$ cat src/rtl/spi_seq_pkg.sv
package spi_seq_pkg;
  typedef enum logic [2:0] {
    OP_READ   = 3'd0,
    OP_IDENT  = 3'd1,
    OP_UID    = 3'd2,
    OP_STATUS = 3'd3,
    OP_WREN   = 3'd4
  } seq_op_e;

  typedef enum logic [3:0] {
    S_IDLE, S_SEL, S_LOAD, S_CHK, S_GO, S_ARM,
    S_WAIT, S_EMIT, S_DESEL, S_GAP, S_DONE
  } seq_state_e;

  localparam logic [7:0] CMD_READ   = 8'h03;
  localparam logic [7:0] CMD_IDENT  = 8'h9F;
  localparam logic [7:0] CMD_UID    = 8'h4B;
  localparam logic [7:0] CMD_STATUS = 8'h05;
  localparam logic [7:0] CMD_WREN   = 8'h06;
  localparam logic [7:0] FILL_BYTE  = 8'h00;
endpackage

$ cat src/rtl/spi_seq_decode.sv
module spi_seq_decode
  import spi_seq_pkg::*;
(
  input  logic [2:0] op,
  output logic       legal,
  output logic [7:0] cmd,
  output logic [2:0] hdr_n,
  output logic [3:0] skip_n,
  output logic [3:0] fixed_n,
  output logic       use_len
);
  always_comb begin
    legal   = 1'b1;
    cmd     = CMD_WREN;
    hdr_n   = 3'd1;
    skip_n  = 4'd0;
    fixed_n = 4'd0;
    use_len = 1'b0;
    case (op)
      OP_READ:   begin cmd = CMD_READ;   hdr_n = 3'd4; use_len = 1'b1; end
      OP_IDENT:  begin cmd = CMD_IDENT;  fixed_n = 4'd3; end
      OP_UID:    begin cmd = CMD_UID;    skip_n = 4'd4; fixed_n = 4'd8; end
      OP_STATUS: begin cmd = CMD_STATUS; use_len = 1'b1; end
      OP_WREN:   begin cmd = CMD_WREN; end
      default:   legal = 1'b0;
    endcase
  end
endmodule

$ cat src/rtl/spi_seq_txmux.sv
module spi_seq_txmux
  import spi_seq_pkg::*;
#(
  parameter int ADDR_W = 24,
  parameter int CNT_W  = 17
) (
  input  logic [CNT_W-1:0]  idx,
  input  logic [7:0]        cmd,
  input  logic [ADDR_W-1:0] addr,
  input  logic [2:0]        hdr_n,
  output logic [7:0]        tx_byte
);
  localparam int ADDR_BYTES = ADDR_W / 8;

  logic [7:0] abyte [ADDR_BYTES];

  for (genvar g = 0; g < ADDR_BYTES; g++) begin : g_ab
    assign abyte[g] = addr[ADDR_W-1-8*g -: 8];
  end

  always_comb begin
    tx_byte = FILL_BYTE;
    for (int k = 0; k < ADDR_BYTES; k++) begin
      if (idx == CNT_W'(k + 1) && idx < CNT_W'(hdr_n)) tx_byte = abyte[k];
    end
    if (idx == '0) tx_byte = cmd;
  end
endmodule

$ cat src/rtl/spi_seq_gap.sv
module spi_seq_gap #(
  parameter int GAP_CYC = 2
) (
  input  logic clk,
  input  logic rst_n,
  input  logic arm,
  output logic expired
);
  localparam int GW = $clog2(GAP_CYC + 1);
  logic [GW-1:0] cnt;

  always_ff @(posedge clk or negedge rst_n) begin
    if (!rst_n)              cnt <= '0;
    else if (arm)            cnt <= GW'(GAP_CYC - 1);
    else if (cnt != '0)      cnt <= cnt - 1'b1;
  end

  assign expired = (cnt == '0) && !arm;
endmodule

$ cat src/rtl/spi_flash_seq.sv
module spi_flash_seq
  import spi_seq_pkg::*;
#(
  parameter int ADDR_W  = 24,
  parameter int LEN_W   = 16,
  parameter int GAP_CYC = 2
) (
  input  logic              clk,
  input  logic              rst_n,
  input  logic              req_valid,
  output logic              req_ready,
  input  logic [2:0]        req_op,
  input  logic [ADDR_W-1:0] req_addr,
  input  logic [LEN_W-1:0]  req_len,
  output logic              out_valid,
  input  logic              out_ready,
  output logic [7:0]        out_data,
  output logic              done,
  output logic              err,
  output logic              eng_enable,
  output logic              eng_enable_vld,
  output logic [7:0]        eng_tx_data,
  output logic              eng_tx_vld,
  output logic              eng_start,
  input  logic              eng_ready,
  input  logic [7:0]        eng_rx_data
);
  localparam int CNT_W = LEN_W + 1;

  seq_state_e        st;
  logic [7:0]        cmd_q, rx_q;
  logic [ADDR_W-1:0] addr_q;
  logic [2:0]        hdr_q;
  logic [CNT_W-1:0]  first_q, total_q, idx_q;
  logic              err_q;

  logic       d_legal, d_use_len;
  logic [7:0] d_cmd;
  logic [2:0] d_hdr;
  logic [3:0] d_skip, d_fixed;
  logic       gap_arm, gap_expired;
  logic       is_data, is_last;

  spi_seq_decode u_dec (
    .op(req_op), .legal(d_legal), .cmd(d_cmd), .hdr_n(d_hdr),
    .skip_n(d_skip), .fixed_n(d_fixed), .use_len(d_use_len)
  );

  spi_seq_txmux #(.ADDR_W(ADDR_W), .CNT_W(CNT_W)) u_mux (
    .idx(idx_q), .cmd(cmd_q), .addr(addr_q), .hdr_n(hdr_q), .tx_byte(eng_tx_data)
  );

  spi_seq_gap #(.GAP_CYC(GAP_CYC)) u_gap (
    .clk(clk), .rst_n(rst_n), .arm(gap_arm), .expired(gap_expired)
  );

  assign is_data = (idx_q >= first_q);
  assign is_last = ((idx_q + CNT_W'(1)) == total_q);

  assign req_ready      = (st == S_IDLE);
  assign eng_enable_vld = (st == S_SEL) || (st == S_DESEL);
  assign eng_enable     = (st == S_SEL);
  assign eng_tx_vld     = (st == S_LOAD);
  assign eng_start      = (st == S_GO);
  assign out_valid      = (st == S_EMIT);
  assign out_data       = rx_q;
  assign done           = (st == S_DONE);
  assign err            = (st == S_DONE) && err_q;
  assign gap_arm        = (st == S_DESEL);

  always_ff @(posedge clk or negedge rst_n) begin
    if (!rst_n) begin
      st      <= S_IDLE;
      cmd_q   <= '0;
      rx_q    <= '0;
      addr_q  <= '0;
      hdr_q   <= '0;
      first_q <= '0;
      total_q <= '0;
      idx_q   <= '0;
      err_q   <= 1'b0;
    end else begin
      case (st)
        S_IDLE: if (req_valid) begin
          cmd_q   <= d_cmd;
          addr_q  <= req_addr;
          hdr_q   <= d_hdr;
          first_q <= CNT_W'(d_hdr) + CNT_W'(d_skip);
          total_q <= CNT_W'(d_hdr) + CNT_W'(d_skip) +
                     (d_use_len ? CNT_W'(req_len) : CNT_W'(d_fixed));
          idx_q   <= '0;
          err_q   <= !d_legal;
          st      <= d_legal ? S_SEL : S_DONE;
        end
        S_SEL:  st <= S_LOAD;
        S_LOAD: st <= S_CHK;
        S_CHK:  if (eng_ready) st <= S_GO;
        S_GO:   st <= S_ARM;
        S_ARM:  st <= S_WAIT;
        S_WAIT: if (eng_ready) begin
          rx_q <= eng_rx_data;
          if (is_data)      st <= S_EMIT;
          else if (is_last) st <= S_DESEL;
          else begin
            idx_q <= idx_q + CNT_W'(1);
            st    <= S_LOAD;
          end
        end
        S_EMIT: if (out_ready) begin
          if (is_last) st <= S_DESEL;
          else begin
            idx_q <= idx_q + CNT_W'(1);
            st    <= S_LOAD;
          end
        end
        S_DESEL: st <= S_GAP;
        S_GAP:   if (gap_expired) st <= S_DONE;
        S_DONE: begin
          err_q <= 1'b0;
          st    <= S_IDLE;
        end
        default: st <= S_IDLE;
      endcase
    end
  end
endmodule

$ cat config.mk
export PLATFORM = sky130hd
export DESIGN_NAME = spi_flash_seq
export DESIGN_NICKNAME = d
export VERILOG_FILES = /design/src/rtl/spi_seq_pkg.sv /design/src/rtl/spi_seq_decode.sv /design/src/rtl/spi_seq_txmux.sv /design/src/rtl/spi_seq_gap.sv /design/src/rtl/spi_flash_seq.sv
export SDC_FILE = /design/constraint.sdc
export NUM_CORES = 1
export LEC_CHECK = 0
export ABC_AREA = 1
export BUFFER_PORTS_ARGS = -buffer_cell sky130_fd_sc_hd__buf_4
export CORE_MARGIN = 2
export CORE_UTILIZATION = 55
export CTS_BUF_LIST = sky130_fd_sc_hd__clkbuf_8
export CTS_CLUSTER_DIAMETER = 100
export DETAILED_ROUTE_END_ITERATION = 8
export MAX_ROUTING_LAYER = met4
export PLACE_DENSITY = 0.77
export SYNTH_ARGS = -nofsm -noshare
export SYNTH_HDL_FRONTEND = slang
export SYNTH_SLANG_ARGS = --single-unit
$ cat constraint.sdc
create_clock -name clk -period 2.7 [get_ports clk]
set_input_delay 0.27 -clock clk [delete_from_list [all_inputs] [get_ports clk]]
set_output_delay 0.27 -clock clk [all_outputs]
set_load 0.1 [all_outputs]
==> results.sh, run 1 <==
export IMPL_outcome="finished with violations"
export IMPL_failed_checks="setup timing"
export IMPL_max_stage_delay_ps=410
export IMPL_clockBufferDepth=2
export IMPL_ys_types=44
export IMPL_power_density_nw_per_um2=1061
export IMPL_yosysTopAreaCell="dfrtp_1"
export IMPL_cts_buffers=9
export IMPL_timing_slew_headroom=0.5297
export IMPL_placed_cell_area_sq_um=6226
export IMPL_via_per_inst=5.440
export IMPL_io_pin_count=80
export IMPL_fillCellCount=819
export IMPL_final_util=0.7177
export IMPL_total_power_w=0.007337
export IMPL_antenna_found_initial=0
export IMPL_vias=5625
export IMPL_yosysSeqAreaShare=0.3861
export IMPL_fp_row_count=36
export IMPL_max_slew_worst_pin_slew_ps=705.5
export IMPL_p_comb_frac=0.596
export IMPL_ys_warn_count=0
export IMPL_grt_overflow=0
export IMPL_synthesis_area_sq_um=5379
export IMPL_port_buffers=79
export IMPL_whs_ps=102.3
export IMPL_multi_input_area_sq_um=2962
export IMPL_grt_usage=0.3037
export IMPL_start_util=0.5580
export IMPL_grt_max_degree=53
export IMPL_synth_seq_cells=83
export IMPL_synth_most_common_cell="nand2_1"
export IMPL_regArea_sq_um=2085
export IMPL_num_antenna_cells=0
export IMPL_fin_worst_skew_ps=14.05
export IMPL_synthAdderAreaFrac=0.03024
export IMPL_cp_top_family="simple AND/OR/NAND/NOR gates"
export IMPL_die_x_um=102.9
export IMPL_drc=0
export IMPL_async_reset_ff_frac=1.000
export IMPL_power_switching_w=0.003823
export IMPL_crit_buf_inv=4
export IMPL_drt_pass1_iterations=5
export IMPL_yosys_area_share_simple=0.3624
export IMPL_pwr_share_clk=0.131
export IMPL_die_area_sq_um=10590
export IMPL_gp_congestion=0.9270
export IMPL_numClockSinks=83
export IMPL_synth_area_leaders="dfrtp_1 (39%), nand2_1 (18%), inv_1 (7.2%), nand3_1 (6.8%), nor2_1 (5.5%)"
export IMPL_hold_path_class="input pin to flop"
export IMPL_syn_nets=856
export IMPL_required_ps=2430
export IMPL_yosys_area_share_xor_xnor=0.01140
export IMPL_drv_cap=0
export IMPL_path_class="flop to output pin"
export IMPL_post_route_period_util=1.025
export IMPL_slew_violations=0
export IMPL_seq_power_share=0.273
export IMPL_start_kind="flop"
export IMPL_rsz0062_at_grt="true"
export IMPL_drt_antenna_violating_nets=0
export IMPL_ctsRootBufferMaster="clkbuf_8"
export IMPL_cts_tree="built"
export IMPL_grt_pass1_wl_um=24230
export IMPL_setup_viol=8
export IMPL_initialDrtViolationCount=386
export IMPL_h_tree_depth=3
export IMPL_synth_top_area_share=0.3861
export IMPL_postLayoutCellArea_sq_um=6918
export IMPL_slowest_stage="dfrtp_1"
export IMPL_power_internal_w=0.003514
export IMPL_synth_common_cells="nand2_1 (252), inv_1 (103), dfrtp_1 (83), nor2_1 (79), nand3_1 (73)"
export IMPL_synth_avg_cell_area_sq_um=6.835
export IMPL_clk_pin_slew_ps=100
export IMPL_ys_dominant_reg_cell="dfrtp_1"
export IMPL_syn2layout_area_growth_pct=28.61
export IMPL_synthCells=787
export IMPL_ir_drop_v=0.001505
export IMPL_synth_compound_area_frac=0.09304
export IMPL_crit_fanout=7
export IMPL_finalHoldViolCount=0
export IMPL_hpwlAfterDp_um=10980
export IMPL_synth_top_family_by_area="simple AND/OR/NAND/NOR gates"
export IMPL_synth_edff_count=0
export IMPL_crit_path_end_kind="output pin"
export IMPL_core_area_sq_um=9639
export IMPL_pre_cts_ws_ps=140.6
export IMPL_power_static_leakage_nw=3.499
export IMPL_fmax_mhz=361.4
export IMPL_swShare=0.5210
export IMPL_worstPathArrival_ps=2500
export IMPL_routedWlPerCell_um=15.41
export IMPL_worst_slack_ps=-67.37
export IMPL_muxShareOfSynthArea=0.01675
export IMPL_nNetsFinal=965
export IMPL_cp_cell_sequence="inv_1, ha_4, nand2_1, nand4_1, nor2_4, buf_6, nand3_4, inv_4, nand3_2, o21ai_1, a21oi_1, nor2_2, buf_12"
export IMPL_wirelength_um=15940
export IMPL_insertion_delay_ps=370
export IMPL_die_h_um=102.9
export IMPL_layout_min_cycle_time_ps=2767
export IMPL_drive_gt1_frac=0.2353
export IMPL_grt_pass1_vias=5160
-- cell type report --
cell class,count,share of cell area
flip-flops and latches,83,0.3013
well taps,133,0.02406
inverters,107,0.05896
repair buffers,122,0.1574
clock buffers,10,0.01990
clock inverters,6,0.01031
multi-input cells,573,0.4281
-- metrics by stage --
stage	cells	setup TNS, ps
after floorplan	787	-152.8
after global placement	995	0
after detailed placement	995	0
after CTS	1015	0
after global routing	1034	-712.1
final	1034	-288.3
-- worst min-delay path: stages --
cell and delay [ps]:
buf_4 70, nand2_1 40, nand2_1 50
-- cells by family (layout without fill, tap and decap cells) --
| logic type | Yosys count | after routing |
|---|---|---|
| fa+ha+maj | 13 | 13 |
| flops | 83 | 83 |
| buf+inv | 131 | 245 |
| xor+xnor | 7 | 7 |
| simple gates | 455 | 455 |
| compound gates | 89 | 89 |
| other cells | 1 | 1 |
| mux | 8 | 8 |
-- power by group through the flow --
stage	logic (W)	clock network (W)	registers, W
4_1_cts	0.00398	0.000967	0.00199
3_3_place_gp	0.00373	0	0.00200
5_1_grt	0.00471	0.00103	0.00206
2_1_floorplan	0.00249	0	0.00236
3_5_place_dp	0.00378	0	0.00201
6_report	0.00437	0.000958	0.00201
-- per-layer routing --
layer,global-route usage,vias up,part of all wire
met2,0.4950,227,0.49
met1,0.3976,2641,0.42
met3,0.04542,27,0.064
met4,0.08300,0,0.018
li1,-,2730,-
met5,-,-,0
-- worst paths after layout --
kind                       slack [ps]  cells past startpoint              to    startpoint
setup / recovery                  -70                     13  eng_tx_data[1]      hdr_q[2]
hold / removal                    100                      3      addr_q[16]  req_addr[16]
setup reg to reg                  180                     18        idx_q[3]      idx_q[0]
hold reg to reg                   490                      2       addr_q[7]     addr_q[7]
max in group asynchronous        1560                      3        cmd_q[0]         rst_n
min in group asynchronous         500                      2       idx_q[16]         rst_n
-- flip-flops by register name, summed over array words and instances (netlist names) --
register and flops:
out_data 8, total_q 17, cmd_q 6, u_gap.cnt 2, first_q 2, addr_q 24, idx_q 17, st 4
err_q 1, hdr_q 2
-- layout by cell type (no fill, tap or decap), types with 5 or more instances in the layout --
| cell type | n |
|---|---|
| nand2_1 | 248 |
| buf_4 | 105 |
| inv_1 | 97 |
| dfrtp_1 | 77 |
| nand3_1 | 69 |
| nor2_1 | 68 |
| o21ai_0 | 35 |
| nand4_1 | 19 |
| a21oi_1 | 18 |
| nor2_2 | 13 |
| ha_1 | 11 |
| buf_12 | 11 |
| clkbuf_8 | 10 |
| o21ai_1 | 9 |
| mux2_2 | 8 |
| nor2_4 | 8 |
| inv_2 | 6 |
| nor3_1 | 6 |
| dfrtp_2 | 6 |
| nand2_2 | 5 |
| o21ai_2 | 5 |
| o22ai_1 | 5 |
| xor2_1 | 5 |
-- repair_timing --
item / CTS / global route
pin swaps: 3 / 18
cloned: 0 / 2
buffers inserted: 3 / 17
gates resized for setup: 22 / 68
setup endpoints to repair: 8 / 8
endpoints found under the hold margin: 50 / 0
hold buffers: 1 / 0
No activity file was read; power rests on OpenSTA's default activity.
==> run 2, diff against run 1 <==
REMOVE_ABC_BUFFERS = 1   (was unset)
==> results.sh, run 2 (synthesis results as in run 1) <==
export IMPL_outcome="finished with violations"
export IMPL_failed_checks="setup timing"
export IMPL_routedWlPerCell_um=14.63
export IMPL_post_route_period_util=1.013
export IMPL_hold_start="req_addr[7]"
export IMPL_pwr_share_clk=0.126
export IMPL_swShare=0.5293
export IMPL_num_antenna_cells=0
export IMPL_total_power_w=0.006939
export IMPL_nNetsFinal=957
export IMPL_numClockSinks=83
export IMPL_postLayoutCellArea_sq_um=6714
export IMPL_reg2reg_slack_ps=190
export IMPL_worst_slack_ps=-36.21
export IMPL_worstPathArrival_ps=2470
export IMPL_slowest_stage="dfrtp_2"
export IMPL_grt_usage=0.3035
export IMPL_antenna_found_initial=0
export IMPL_reg2regPathDepth=18
export IMPL_drc=0
export IMPL_finalHoldViolCount=0
export IMPL_timing_rr_start="idx_q[0]"
export IMPL_cts_buffers=9
export IMPL_path_class="flop to output pin"
export IMPL_wl_met3_um=980
export IMPL_layout_min_cycle_time_ps=2736
export IMPL_syn2layout_area_growth_pct=24.82
export IMPL_power_switching_w=0.003673
export IMPL_clockBufferDepth=2
export IMPL_wl_met2_um=7118
export IMPL_wl_met1_um=6460
export IMPL_gp_congestion=0.9660
export IMPL_drv_cap=0
export IMPL_hpwlAfterDp_um=10940
export IMPL_fmax_mhz=365.5
export IMPL_final_common_cell="nand2_1"
export IMPL_place_inst=994
export IMPL_cts_tree="built"
export IMPL_start_util=0.5580
export IMPL_wirelength_um=15010
export IMPL_placed_cell_area_sq_um=6170
export IMPL_port_buffers=79
export IMPL_multi_input_area_sq_um=2907
export IMPL_top_layer="met4"
export IMPL_grt_pass1_wl_um=24270
export IMPL_h_tree_depth=3
export IMPL_core_area_sq_um=9639
export IMPL_whs_ps=96.02
export IMPL_start_kind="flop"
export IMPL_grt_pass1_vias=5235
export IMPL_setup_viol=2
export IMPL_path_common_cell="nand2_1"
export IMPL_power_static_leakage_nw=3.409
export IMPL_final_cells=1026
export IMPL_regArea_sq_um=2087
export IMPL_die_x_um=102.9
export IMPL_required_ps=2430
export IMPL_die_area_sq_um=10590
export IMPL_clk_pin_slew_ps=90
export IMPL_ctsRootBufferMaster="clkbuf_8"
export IMPL_top_regs="addr_q (24), idx_q (17), total_q (17)"
export IMPL_io_pin_count=80
export IMPL_ir_drop_v=0.0009307
export IMPL_slew_violations=0
export IMPL_drt_antenna_violating_nets=0
export IMPL_grt_max_degree=44
export IMPL_p_comb_frac=0.589
export IMPL_crit_fanout=7
export IMPL_timing_slew_headroom=0.6266
export IMPL_cp_cell_sequence="inv_4, ha_1, nand2_1, nand2_1, nand4_1, nor2_4, nand3_4, inv_6, nand3_1, o21ai_0, a21oi_1, nor2_1, buf_6"
export IMPL_whs_path_depth=3
export IMPL_max_flop_register="addr_q"
export IMPL_max_stage_delay_ps=440
export IMPL_power_density_nw_per_um2=1034
export IMPL_drt_pass1_iterations=7
export IMPL_via_per_inst=5.374
export IMPL_seq_power_share=0.285
export IMPL_final_util=0.6965
export IMPL_grt_overflow=0
export IMPL_insertion_delay_ps=370
export IMPL_most_common_layout_cells="nand2_1 (250), inv_1 (100), buf_4 (100), dfrtp_1 (75), nor2_1 (70)"
export IMPL_rsz0062_at_grt="true"
export IMPL_min_to="addr_q[7]"
export IMPL_vias=5514
export IMPL_largest_reg_flops=24
export IMPL_crit_path_end_kind="output pin"
export IMPL_reg2reg_to="idx_q[7]"
export IMPL_die_h_um=102.9
export IMPL_drive_gt1_frac=0.2217
export IMPL_fillCellCount=847
export IMPL_initialDrtViolationCount=323
export IMPL_fin_worst_skew_ps=10.46
export IMPL_power_internal_w=0.003266
export IMPL_fp_row_count=36
export IMPL_hold_path_class="input pin to flop"
export IMPL_max_slew_worst_pin_slew_ps=560.1
## run 2: power by group through the flow
stage,Sequential [W],Combinational (W),Clock [W]
finish,0.00198,0.00409,0.000874
global route,0.00203,0.00440,0.000932
CTS,0.00196,0.00385,0.000884
detailed placement,0.00199,0.00373,0
global placement,0.00197,0.00367,0
floorplan,0.00236,0.00237,0
## run 2: through the flow
stage	setup WS (ps)	setup TNS [ps]
2_1_floorplan	-2981	-132600
3_3_place_gp	187.0	0
3_5_place_dp	91.70	0
4_1_cts	2.282	0
5_1_grt	-129.8	-844.2
6_report	-36.21	-38.68
## run 2: worst max-delay path, delay by kind of cell (launching register included)
| family | cells | cell delay, ps |
|---|---|---|
| AOI/OAI and AO/OA | 2 | 170 |
| adders and majority gates | 1 | 160 |
| buffers and inverters | 3 | 440 |
| and+or+nand+nor | 7 | 880 |
| DFF | 1 | 440 |
## run 2: what timing repair did
item / CTS / global route
endpoints found under the hold margin: 41 / 0
hold buffers: 1 / 0
buffers inserted: 11 / 4
pin swaps: 9 / 14
endpoints found under the setup margin: 8 / 25
gates resized for setup: 25 / 54
## run 2: cell type report
cell class | count | area share
repair buffers | 114 | 0.1429
flip-flops and latches | 83 | 0.3108
clock inverters | 6 | 0.006895
well taps | 133 | 0.02479
multi-input cells | 573 | 0.4329
clock buffers | 10 | 0.02050
inverters | 107 | 0.06113
## run 2: how the worst max path moves through the flow
| stage | from | slack [ps] | cells after the start | to |
|---|---|---|---|---|
| floorplan | st[1] | -2980 | 9 | cmd_q[6] |
| global placement | idx_q[13] | 190 | 12 | eng_tx_data[2] |
| detailed placement | idx_q[13] | 90 | 12 | eng_tx_data[2] |
| CTS | idx_q[3] | 2 | 10 | eng_tx_data[3] |
| global route | idx_q[0] | -130 | 13 | eng_tx_data[0] |
| finish | idx_q[0] | -40 | 13 | eng_tx_data[0] |
## run 2: metal layers
layer	track usage	vias up
li1	-	2717
met1	0.3891	2542
met2	0.4935	208
met3	0.04339	47
met4	0.1063	0
met5	-	-
